--- src/rtl/rxqc_pkg.sv ---
package rxqc_pkg;
   localparam int unsigned BIT_ADEQ = 4;
   localparam int unsigned BIT_DMA  = 3;
   localparam int unsigned BIT_REL  = 0;
   localparam int unsigned MIN_DATA_W = BIT_ADEQ + 1;

   typedef struct packed {
      logic adeq;
      logic dma;
      logic rel;
   } rxqc_state_t;
endpackage

--- src/rtl/rxqc_mode_reg.sv ---
module rxqc_mode_reg (
   input  logic clk,
   input  logic rst_n,
   input  logic wr_hit,
   input  logic wd_adeq,
   input  logic wd_dma,
   output logic adeq_q,
   output logic dma_q
);
   always_ff @(posedge clk or negedge rst_n) begin
      if (!rst_n) begin
         adeq_q <= 1'b0;
         dma_q  <= 1'b0;
      end else if (wr_hit) begin
         adeq_q <= wd_adeq;
         dma_q  <= wd_dma;
      end
   end
endmodule

--- src/rtl/rxqc_release.sv ---
module rxqc_release (
   input  logic clk,
   input  logic rst_n,
   input  logic set_req,
   input  logic done,
   output logic pending
);
   always_ff @(posedge clk or negedge rst_n) begin
      if (!rst_n)
         pending <= 1'b0;
      else if (pending)
         pending <= !done;
      else
         pending <= set_req;
   end
endmodule

--- src/rtl/rxqc_dequeue.sv ---
module rxqc_dequeue #(
   parameter bit ON_EDGE = 1'b1
) (
   input  logic clk,
   input  logic rst_n,
   input  logic enable,
   input  logic frame_done,
   output logic pulse
);
   logic trig;

   generate
      if (ON_EDGE) begin : g_edge
         logic done_q;
         always_ff @(posedge clk or negedge rst_n) begin
            if (!rst_n) done_q <= 1'b0;
            else        done_q <= frame_done;
         end
         assign trig = frame_done && !done_q;
      end else begin : g_level
         assign trig = frame_done;
      end
   endgenerate

   always_ff @(posedge clk or negedge rst_n) begin
      if (!rst_n) pulse <= 1'b0;
      else        pulse <= trig && enable;
   end
endmodule

--- src/rtl/rxqc_access_gate.sv ---
module rxqc_access_gate #(
   parameter int unsigned ADDR_W    = 8,
   parameter int unsigned DATA_W    = 16,
   parameter logic [ADDR_W-1:0] CTRL_ADDR = '0
) (
   input  logic              cs,
   input  logic              rd,
   input  logic              wr,
   input  logic              cmd,
   input  logic [ADDR_W-1:0] addr,
   input  logic              dma,
   input  logic [DATA_W-1:0] ctrl_word,
   input  logic [DATA_W-1:0] ext_rdata,
   input  logic [DATA_W-1:0] buf_rdata,
   output logic              ctrl_wr,
   output logic              ext_rd_en,
   output logic              ext_wr_en,
   output logic              rxq_rd_en,
   output logic              txq_wr_en,
   output logic [DATA_W-1:0] rdata
);
   logic reg_cyc, dat_cyc, at_ctrl, ctrl_rd;

   assign reg_cyc   = cs && cmd;
   assign dat_cyc   = cs && !cmd && dma;
   assign at_ctrl   = (addr == CTRL_ADDR);
   assign ctrl_wr   = reg_cyc && at_ctrl && wr;
   assign ctrl_rd   = reg_cyc && at_ctrl && rd;
   assign ext_rd_en = reg_cyc && !at_ctrl && !dma && rd;
   assign ext_wr_en = reg_cyc && !at_ctrl && !dma && wr;
   assign rxq_rd_en = dat_cyc && rd;
   assign txq_wr_en = dat_cyc && wr;

   always_comb begin
      if (ctrl_rd)        rdata = ctrl_word;
      else if (ext_rd_en) rdata = ext_rdata;
      else if (rxq_rd_en) rdata = buf_rdata;
      else                rdata = '0;
   end
endmodule

--- src/rtl/rxq_cmd_dma_ctrl.sv ---
module rxq_cmd_dma_ctrl
   import rxqc_pkg::*;
#(
   parameter int unsigned ADDR_W      = 8,
   parameter int unsigned DATA_W      = 16,
   parameter logic [ADDR_W-1:0] CTRL_ADDR = 8'h44,
   parameter bit          DEQ_ON_EDGE = 1'b1
) (
   input  logic              clk,
   input  logic              rst_n,
   input  logic              host_cs,
   input  logic              host_rd,
   input  logic              host_wr,
   input  logic              host_cmd,
   input  logic [ADDR_W-1:0] host_addr,
   input  logic [DATA_W-1:0] host_wdata,
   output logic [DATA_W-1:0] host_rdata,
   input  logic [DATA_W-1:0] ext_rdata,
   input  logic [DATA_W-1:0] buf_rdata,
   output logic              ext_rd_en,
   output logic              ext_wr_en,
   output logic              rxq_rd_en,
   output logic              txq_wr_en,
   input  logic              frame_read_done,
   input  logic              release_done,
   output logic              dequeue_req,
   output logic              release_req,
   output logic              dma_active
);
   generate
      if (DATA_W < MIN_DATA_W) begin : g_bad_data_w
         $error("rxq_cmd_dma_ctrl: DATA_W too narrow for control bits");
      end
      if (ADDR_W < 1) begin : g_bad_addr_w
         $error("rxq_cmd_dma_ctrl: ADDR_W must be at least 1");
      end
   endgenerate

   rxqc_state_t      st;
   logic             ctrl_wr;
   logic             adeq_q;
   logic [DATA_W-1:0] ctrl_word;

   always_comb begin
      ctrl_word           = '0;
      ctrl_word[BIT_ADEQ] = st.adeq;
      ctrl_word[BIT_DMA]  = st.dma;
      ctrl_word[BIT_REL]  = st.rel;
   end

   rxqc_access_gate #(
      .ADDR_W(ADDR_W), .DATA_W(DATA_W), .CTRL_ADDR(CTRL_ADDR)
   ) i_gate (
      .cs(host_cs), .rd(host_rd), .wr(host_wr), .cmd(host_cmd),
      .addr(host_addr), .dma(st.dma), .ctrl_word(ctrl_word),
      .ext_rdata(ext_rdata), .buf_rdata(buf_rdata),
      .ctrl_wr(ctrl_wr), .ext_rd_en(ext_rd_en), .ext_wr_en(ext_wr_en),
      .rxq_rd_en(rxq_rd_en), .txq_wr_en(txq_wr_en), .rdata(host_rdata)
   );

   rxqc_mode_reg i_mode (
      .clk(clk), .rst_n(rst_n), .wr_hit(ctrl_wr),
      .wd_adeq(host_wdata[BIT_ADEQ]), .wd_dma(host_wdata[BIT_DMA]),
      .adeq_q(adeq_q), .dma_q(st.dma)
   );
   assign st.adeq = adeq_q;

   rxqc_release i_rel (
      .clk(clk), .rst_n(rst_n),
      .set_req(ctrl_wr && host_wdata[BIT_REL]),
      .done(release_done), .pending(st.rel)
   );

   rxqc_dequeue #(.ON_EDGE(DEQ_ON_EDGE)) i_deq (
      .clk(clk), .rst_n(rst_n), .enable(adeq_q),
      .frame_done(frame_read_done), .pulse(dequeue_req)
   );

   assign release_req = st.rel;
   assign dma_active  = st.dma;
endmodule

--- config.mk ---
export PLATFORM = sky130hd
export DESIGN_NAME = rxq_cmd_dma_ctrl
export DESIGN_NICKNAME = d
export VERILOG_FILES = /design/src/rtl/rxqc_pkg.sv /design/src/rtl/rxqc_mode_reg.sv /design/src/rtl/rxqc_release.sv /design/src/rtl/rxqc_dequeue.sv /design/src/rtl/rxqc_access_gate.sv /design/src/rtl/rxq_cmd_dma_ctrl.sv
export SDC_FILE = /design/constraint.sdc
export NUM_CORES = 1
export LEC_CHECK = 0
export BUFFER_PORTS_ARGS = -buffer_cell sky130_fd_sc_hd__buf_2
export CAP_MARGIN = 10
export CORE_MARGIN = 5
export CORE_UTILIZATION = 28
export DETAILED_ROUTE_END_ITERATION = 10
export PLACE_DENSITY = 0.76
export SETUP_SLACK_MARGIN = 0.05
export SYNTH_ARGS = -nofsm -noshare
export SYNTH_HDL_FRONTEND = slang
export SYNTH_SLANG_ARGS = --single-unit
--- constraint.sdc ---
create_clock -name clk -period 1.4 [get_ports clk]
set_input_delay 0.07 -clock clk [delete_from_list [all_inputs] [get_ports clk]]
set_output_delay 0.07 -clock clk [all_outputs]
set_load 0.03 [all_outputs]
==> run metrics, run 1 <==
status finished, violations left; failing checks negative setup slack; Max-Cap Viols 0; largest family of logic cells by synthesized area simple AND/OR/NAND/NOR gates; Worst-Skew Late Latency ~0.25 ns; Yosys Warn Count 0; min Tclk post-route 1.57 ns; cell count after synthesis 57; CTS tree built; standard-cell row count 16; GRT Util Overall 16.0%; initial antenna violation count 0; WHS Path Cells 2; Clock transition at path regs 0.05 ns; Die Height 54.5 um; Syn Nets 121; post-synth top area share 22.6%; chip width approximately 54 um; Routed Antenna Nets 0; Placer Congestion 0.667; Post-Synth XOR/XNOR Area 0%; Clk network pwr share 32.3%; final worst setup slack -0.171 ns; multiplexer share of the synthesized area between 10% and 20%; Initial DRC Count 8; Final Hold Viols 0; Leak approximately 0.64 nW; ANT cells 0; Comb pwr share 39.8%; Worst Clk Skew 0.00252 ns; Detailed Route WL 2390 um; sequential power share 27.9%; reg2reg path depth 3; Sw Ratio 30.2%; R2R Setup Slk 0.30 ns; TritonRoute pass-1 iters 4; Post-Place Cells between 150 and 200; Post-Place Worst Slack -0.165 ns; clk sinks 5; I/O pin count 87; f_max 0.637 GHz; RSZ-0062 raised after global routing true; largest net degree at the start of global routing 15; grt total ovfl 0; Synth Register Bits 5; hold path start host_wdata[3]; post-synthesis compound-gate area fraction between 20% and 30%; pwr/cell area 447 nW/um^2; first-pass GRT wire length 3400 um; vias in the first global route 806; post-DP HPWL 1810 um; Fin Setup TNS -2.24 ns; final core utilization 62.0%; fin crit share 112%; vias per cell between 4 and 5; Worst Hold Class input pin to flop; clk root buf clkbuf_4; endpoint type of the worst setup path output pin; endpoints failing setup 17; worst reg2reg startpoint i_mode.dma_q$_DFFE_PN0P_; final std cells w/o fill 164; CTS Buf Count 3; commonest non-fill, non-tap cell in the layout buf_2; Internal Power 0.372 mW; commonest cells after routing, fill and taps aside buf_2 (55), buf_6 (16), a22o_2 (9); Max clock buf depth 2; CP startpoint kind flop; nets ~200; # DRC 0; CP Class flop to output pin; Least-Margin Pin Slew 0.406 ns; Cell Area, Synth 554 sq um; DR WL/cell 14.6 um; Simple-Gate Fraction of Synth Area 32.5%; Worst Path Arrival 1.50 ns; Final Slew Violations 0; Starting Density 28.8%; Synth area leader dfrtp_1; sequential share of the synthesized area between 20% and 30%; Tot Pwr 0.533 mW; crit-path max FO 14; Setup crit start i_mode.dma_q$_DFFE_PN0P_; # H-tree levels 1; synthesis-to-layout area growth 115%; share of cells above drive strength 1 between 70% and 80%; synthesized area per cell 9.72 sq um; Synth area leaders dfrtp_1 (23%), a22o_1 (21%), and3b_1 (13%), nor4b_4 (8.6%), mux2i_1 (7.2%); Worst slew margin roughly 73%; port bufs 73; Crit path required time 1.33 ns; Post-Synth Adder-Cell Area 0%; total vias in the final route 775; full die area 2970 sq um; NetSw 0.161 mW; Synth cell types 18; CORE AREA 1920 sq um; VDD IR-drop max roughly 0.50 mV
## flip-flops by register name, summed over array words and instances (netlist names)
name                 count
i_deq.g_edge.done_q      1
i_mode.dma_q             1
i_mode.adeq_q            1
i_rel.pending            1
i_deq.pulse              1
## per-layer routing
layer | vias up | part of all wire [%] | wire length, um | track usage [%]
li1 | 381 | - | - | -
met1 | 337 | 35 | 834 | 15.1
met2 | 54 | 49 | 1180 | 31.3
met3 | 3 | 15 | 354 | 5.18
met4 | 0 | 1.0 | 25 | 6.22
met5 | - | 0 | 0 | 0
## logic make-up after synthesis
family | after synthesis
simple gates | 21
compound gates | 18
buf+inv | 7
mux | 6
flops | 5
## final timing paths
kind                                                  end
worst max-delay path                        host_rdata[6]
worst min-delay path             i_mode.dma_q$_DFFE_PN0P_
worst max register to register   i_mode.dma_q$_DFFE_PN0P_
worst min register to register      i_deq.pulse$_DFF_PN0_
max in group asynchronous        i_mode.dma_q$_DFFE_PN0P_
min in group asynchronous       i_mode.adeq_q$_DFFE_PN0P_
## stage by stage
stage,area [sq um],hold slack [ns]
6_report,1190,0.0565
5_1_grt,1190,0.0615
4_1_cts,1180,0.0477
3_5_place_dp,980,-0.110
3_3_place_gp,980,-0.115
2_1_floorplan,591,-0.226
## layout make-up
class                           count  area (sq um)
Fill cell                         171           729
Timing Repair Buffer               83           578
Multi-Input combinational cell     45           428
Sequential cell                     5           126
Tap cell                           27          33.8
Clock buffer                        4          26.3
## power groups by stage
stage	clock network (mW)	logic [mW]	registers (mW)
final	0.172	0.212	0.149
after global routing	0.192	0.227	0.149
after global placement	0	0.171	0.150
after floorplan	0	0.0788	0.152
after CTS	0.181	0.207	0.149
after detailed placement	0	0.174	0.150
## timing repair
| item | CTS | global route |
|---|---|---|
| hold buffers | 3 | 0 |
| hold endpoints to repair | 7 | 0 |
| gates resized for setup | 38 | 4 |
| cloned | 1 | 0 |
| pin swaps | 1 | 2 |
| endpoints found under the setup margin | 18 | 20 |
| setup buffers | 2 | 0 |
## critical path: stages (launching register included)
cell and delay [ns]:
dfrtp_2 0.43, buf_6 0.13, and3b_1 0.18, buf_12 0.15
a22o_2 0.22, buf_6 0.14
## cells in the mapped netlist
cell	number
a211oi_2	1
a21oi_1	1
a22o_1	13
and2_1	2
and3_1	2
and3b_1	8
and4b_1	1
buf_2	5
buf_6	1
clkbuf_1	1
dfrtp_1	5
mux2_2	2
mux2i_1	4
nand2_1	3
nand3_1	2
nand4_1	1
nor4b_4	2
o21ai_0	3
Power figures use the tool's default switching activity.
==> run 2, diff against run 1 <==
BUFFER_PORTS_ARGS = -buffer_cell sky130_fd_sc_hd__buf_4   (was -buffer_cell sky130_fd_sc_hd__buf_2)
SLEW_MARGIN = 10   (was not set)
==> run metrics, run 2 (synthesis results as in run 1) <==
commonest cells after routing, fill and taps aside buf_4 (58), buf_6 (24), a22o_2 (9); failing checks negative setup slack; CTS tree built; stages on the worst setup path 4 (-1); fin crit share 108% (-3.9 points); clk sinks 5 (unchanged); Routed Antenna Nets 0 (unchanged); clk root buf clkbuf_4; Post-Place Worst Slack -0.162 ns (+0.00320 ns); endpoint type of the worst setup path output pin; min Tclk post-route 1.52 ns (-0.0542 ns); Clock transition at path regs 0.04 ns (about the same); CP max stage delay 0.44 ns (about the same); first-pass GRT wire length 3680 um (+8.1%); Worst Path Buf+Inv 2 (-1); CTS Buf Count 3 (unchanged); Final Hold Viols 0 (unchanged); CORE AREA 1920 sq um (unchanged); post-DP HPWL 2030 um (+12%); Worst Setup EP host_rdata[10]; Die Height 54.5 um (unchanged); grt total ovfl 0 (unchanged); Final Slew Violations 0 (unchanged); full die area 2970 sq um (unchanged); # H-tree levels 1 (unchanged); final core utilization 71.4% (+9.3 points); largest net degree at the start of global routing 12 (-3); CP Class flop to output pin; Initial DRC Count 2 (-6); slowest library cell on the worst path dfrtp_2; Fin Setup TNS -1.68 ns (+0.557 ns); ANT cells 0 (unchanged); GRT Util Overall 17.1% (+1.1 points); worst r2r dst i_mode.dma_q$_DFFE_PN0P_; Starting Density 28.8% (unchanged); vias per cell 4.91 (+3.9%); Detailed Route WL 2760 um (+16%); Least-Margin Pin Slew 0.423 ns (+0.0172 ns); synthesis-to-layout area growth 147%; share of cells above drive strength 1 79.3% (+3.4 points); DR WL/cell 16.5 um (+13%); standard-cell row count 16 (unchanged); Crit path required time 1.33 ns (about the same); CP startpoint kind flop; Crit path top cell by count buf_6; worst reg2reg startpoint i_mode.dma_q$_DFFE_PN0P_; I/O pin count 87 (unchanged); Worst Path Arrival 1.45 ns (-0.05 ns); vias in the first global route 838 (+4.0%); pwr/cell area 417 nW/um^2 (-6.7%); endpoints failing setup 18 (+1); port bufs 73 (unchanged); Max-Cap Viols 0 (unchanged); Max clock buf depth 2 (unchanged); status finished, violations left; critical-path cell list buf_6, and3b_2, a22o_2, buf_6; reg2reg path depth 4 (+1); Worst slew margin 71.7% (-1.2 points); nets 205 (+1.5%); crit-path max FO 7 (-7); final worst setup slack -0.117 ns (+0.0542 ns); R2R Setup Slk 0.23 ns (-0.07 ns); Leak 0.704 nW (+9.8%); Post-DP Area 1140 sq um (+17%); fin area 1370 sq um (+15%); commonest non-fill, non-tap cell in the layout buf_4; initial antenna violation count 0 (unchanged); # DRC 0 (unchanged); Worst Hold Class input pin to flop; Worst Clk Skew 0.00149 ns (-0.00103 ns); chip width 54.5 um (unchanged); TritonRoute pass-1 iters 2 (-2); total vias in the final route 820 (+5.8%); f_max 0.659 GHz (+3.6%); Worst-Skew Late Latency 0.24 ns (about the same); RSZ-0062 raised after global routing true; Placer Congestion 0.638 (-4.3%); Setup crit start i_mode.dma_q$_DFFE_PN0P_; CP delay by family, top flip-flops; VDD IR-drop max 0.371 mV (-26%)
[run 2: final cells by class]
cell class,count,area [sq um]
Clock buffer,4,26.3
Multi-Input combinational cell,46,449
Tap cell,27,33.8
Timing Repair Buffer,85,736
Fill cell,165,551
Sequential cell,5,126
[run 2: layer usage]
| layer | global-route usage, % | up-vias | part of all wire, % |
|---|---|---|---|
| met5 | 0 | - | 0 |
| met4 | 8.71 | 0 | 2.5 |
| met3 | 6.27 | 8 | 16 |
| met2 | 34.1 | 59 | 51 |
| met1 | 14.3 | 364 | 30 |
| li1 | - | 389 | - |
[run 2: report_power, final]
| group | leakage, nW | switching (mW) | total, mW | internal [mW] |
|---|---|---|---|---|
| Sequential | 0.0658 | 0.00161 | 0.149 | 0.148 |
| Clock | 0.0150 | 0.0571 | 0.165 | 0.108 |
| Combinational | 0.623 | 0.0994 | 0.258 | 0.158 |
| Total | 0.704 | 0.158 | 0.572 | 0.413 |
[run 2: how the worst min path moves through the flow]
| stage | start | to | cells past startpoint |
|---|---|---|---|
| after CTS | host_wdata[4] | i_mode.adeq_q$_DFFE_PN0P_ | 2 |
| final | host_wdata[4] | i_mode.adeq_q$_DFFE_PN0P_ | 2 |
| after global routing | host_wdata[3] | i_mode.dma_q$_DFFE_PN0P_ | 2 |
| after floorplan | rst_n | i_deq.g_edge.done_q$_DFF_PN0_ | 0 |
| after detailed placement | rst_n | i_deq.pulse$_DFF_PN0_ | 1 |
| after global placement | rst_n | i_deq.g_edge.done_q$_DFF_PN0_ | 1 |
[run 2: repair_timing]
action                                  in CTS  in global routing
gates resized for setup                     22                 15
hold buffers                                 3                  0
setup buffers                                3                  2
pin swaps                                    2                  3
endpoints found under the setup margin      18                 20
hold endpoints to repair                     7                  0
gates cloned                                 2                  0
[run 2: through the flow]
stage / hold WS, ns / std cells / power (mW)
after floorplan: -0.226 / 57 / 0.231
after global placement: -0.127 / 153 / 0.370
after detailed placement: -0.124 / 153 / 0.375
after CTS: 0.0581 / 165 / 0.568
after global routing: 0.0705 / 167 / 0.605
final: 0.0642 / 167 / 0.572
==> run 3, diff against run 2 <==
CORE_UTILIZATION = 37   (was 28)
PLACE_DENSITY = 0.78   (was 0.76)
SYNTH_HIERARCHICAL = 1   (was not set)
==> run metrics, run 3 <==
status finished, violations left; failing checks negative setup slack; Worst-Skew Late Latency 0.25 ns (about the same); commonest cells after routing, fill and taps aside buf_4 (66), and3b_1 (33), nand2_1 (18); filler instances 158 (-4.2%); total vias in the final route 1218 (+49%); synthesized area per cell 7.85 sq um (-19%); Final Slew Violations 0 (unchanged); initial antenna violation count 0 (unchanged); cell count after synthesis 117 (+110%); Clock transition at path regs 0.05 ns (about the same); Worst Clk Skew 0.000144 ns (-0.00134 ns); sequential cell area 129 sq um (+2.0%); Detailed Route WL 3700 um (+34%); largest net degree at the start of global routing 33 (+21); standard-cell row count 18 (+2); reg2reg path depth 3 (-1); Post-DP Area 1760 sq um (+54%); full die area 3580 sq um (+21%); share of cells above drive strength 1 59.7% (-20 points); Worst Hold Class input pin to flop; final worst setup slack -0.243 ns (-0.126 ns); Synth cell types 18 (unchanged); clk root buf clkbuf_4; Internal Power 0.440 mW (+6.3%); # DRC 0 (unchanged); RSZ-0062 raised after global routing true; CTS Buf Count 3 (unchanged); crit-path max FO 6 (-1); vias per cell 5.05 (+2.9%); CORE AREA 2430 sq um (+27%); Clk network pwr share 27.7% (-1.1 points); CP Class flop to output pin; Starting Density 37.8% (+8.9 points); CTS tree built; Fin Setup TNS -3.53 ns (-1.85 ns); # H-tree levels 1 (unchanged); ANT cells 0 (unchanged); Max clock buf depth 2 (unchanged); GRT Util Overall 21.9% (+4.8 points); sequential power share 22.6% (-3.5 points); area of the multi-input gates 1010 sq um (+130%); Leak 0.968 nW (+37%); Crit path required time 1.33 ns (about the same); final core utilization 81.7% (+10 points); vias in the first global route 1315 (+57%); first-pass GRT wire length 5860 um (+59%); Initial DRC Count 29 (+27); synthesis-to-layout area growth 116%; VDD IR-drop max 0.615 mV (+66%); pwr/cell area 332 nW/um^2 (-20%); chip width 59.8 um (+9.8%); grt total ovfl 0 (unchanged); Worst Path Arrival 1.57 ns (+0.12 ns); WHS Path Cells 2 (unchanged); I/O pin count 87 (unchanged); Die Height 59.8 um (+9.8%); fin crit share 117% (+9.0 points); Final Hold Viols 0 (unchanged); f_max 0.609 GHz (-7.7%); Routed Antenna Nets 0 (unchanged); fin area 1990 sq um (+45%); most frequent cell after synthesis and3b_1; commonest non-fill, non-tap cell in the layout buf_4; post-DP HPWL 2570 um (+27%); final std cells w/o fill 241 (+44%); nets 276 (+35%); NetSw 0.221 mW (+40%); Sw Ratio 33.4% (+5.7 points); DR WL/cell 15.3 um (-7.3%); Post-synth EDFFs 0 (unchanged); Synth area leaders and3b_1 (31%), mux2i_1 (19%), dfrtp_1 (14%), o21ai_0 (8.7%), nand2_1 (7.4%); Synth area leader and3b_1; Cell Area, Synth 918 sq um (+66%); min Tclk post-route 1.64 ns (+0.126 ns); Yosys Warn Count 6 (+6); sequential share of the synthesized area 13.6% (-8.9 points); Post-Place Cells 227 (+48%); Placer Congestion 0.707 (+11%); Async S/R FF share, synth 100% (unchanged); Synth Register Bits 5 (unchanged); post-synth top area share 31.5% (+8.9 points); CP startpoint kind flop; port bufs 73 (unchanged); clk sinks 5 (unchanged); TritonRoute pass-1 iters 4 (+2); top_reg_cell synth dfrtp_1; endpoints failing setup 18 (unchanged); Comb pwr share 49.7% (+4.6 points); Post-synth top cells and3b_1 (33), nand2_1 (18), mux2i_1 (17); Max-Cap Viols 0 (unchanged); endpoint type of the worst setup path output pin
run 3: power by group through the flow:
stage | Combinational, mW | Sequential [mW] | Clock, mW
floorplan | 0.137 | 0.152 | 0
detailed placement | 0.288 | 0.154 | 0
global route | 0.351 | 0.149 | 0.201
CTS | 0.319 | 0.149 | 0.188
global placement | 0.279 | 0.153 | 0
finish | 0.328 | 0.149 | 0.183
run 3: path summary, 6_finish.rpt:
kind | start | endpoint | slack (ns)
min in group asynchronous | rst_n | i_mode/dma_q$_DFFE_PN0P_ | 0.18
max in group asynchronous | rst_n | i_mode/dma_q$_DFFE_PN0P_ | 1.09
max | i_mode/dma_q$_DFFE_PN0P_ | host_rdata[6] | -0.24
min | host_wdata[4] | i_mode/adeq_q$_DFFE_PN0P_ | 0.05
max reg2reg | i_mode/dma_q$_DFFE_PN0P_ | i_mode/dma_q$_DFFE_PN0P_ | 0.21
min reg2reg | i_rel/pending$_DFF_PN0_ | i_rel/pending$_DFF_PN0_ | 0.51
run 3: cell families (layout without fill, tap and decap cells):
kind of cell / Yosys count / count (layout) / synth area share, %
buf+inv: 12 / 94 / 7.49
other cells: 1 / 13 / 0.408
mux: 19 / 19 / 21.0
simple gates: 64 / 64 / 48.8
flops: 5 / 5 / 13.6
compound gates: 16 / 16 / 8.72
run 3: per-stage QoR:
step	power, mW	hold WS [ns]	setup slack [ns]
after floorplan	0.290	-0.226	0.00925
after global placement	0.432	-0.129	0.00446
after detailed placement	0.441	-0.122	-0.0631
after CTS	0.657	0.0510	-0.225
after global routing	0.701	0.0481	-0.317
final	0.660	0.0549	-0.243
run 3: worst max-delay path, stage by stage, from the launching register on:
cell,delay [ns]
dfrtp_4,0.52
buf_4,0.16
and3b_1,0.15
o21ai_1,0.23
mux2i_4,0.11
buf_6,0.15
run 3: layout make-up:
class / instances / share of cell area (%)
multi-input combinational: 112 / 50.9
timing repair buffer: 89 / 39.2
sequential: 5 / 6.48
tap: 30 / 1.89
clock buffer: 4 / 1.32
inverter: 1 / 0.189
run 3: per-layer routing:
metal	routed length (um)	global-route usage [%]	share of wire (%)
met5	0	0	0
met3	212	1.94	5.7
met2	2140	44.3	58
met4	68	7.59	1.8
met1	1280	22.8	35
run 3: timing repair:
item	in CTS	in global routing
pin swaps	0	1
resized for setup	31	4
buffers inserted	5	1
gates cloned	0	1
endpoints found under the setup margin	20	20
endpoints found under the hold margin	7	0
hold buffers	3	0
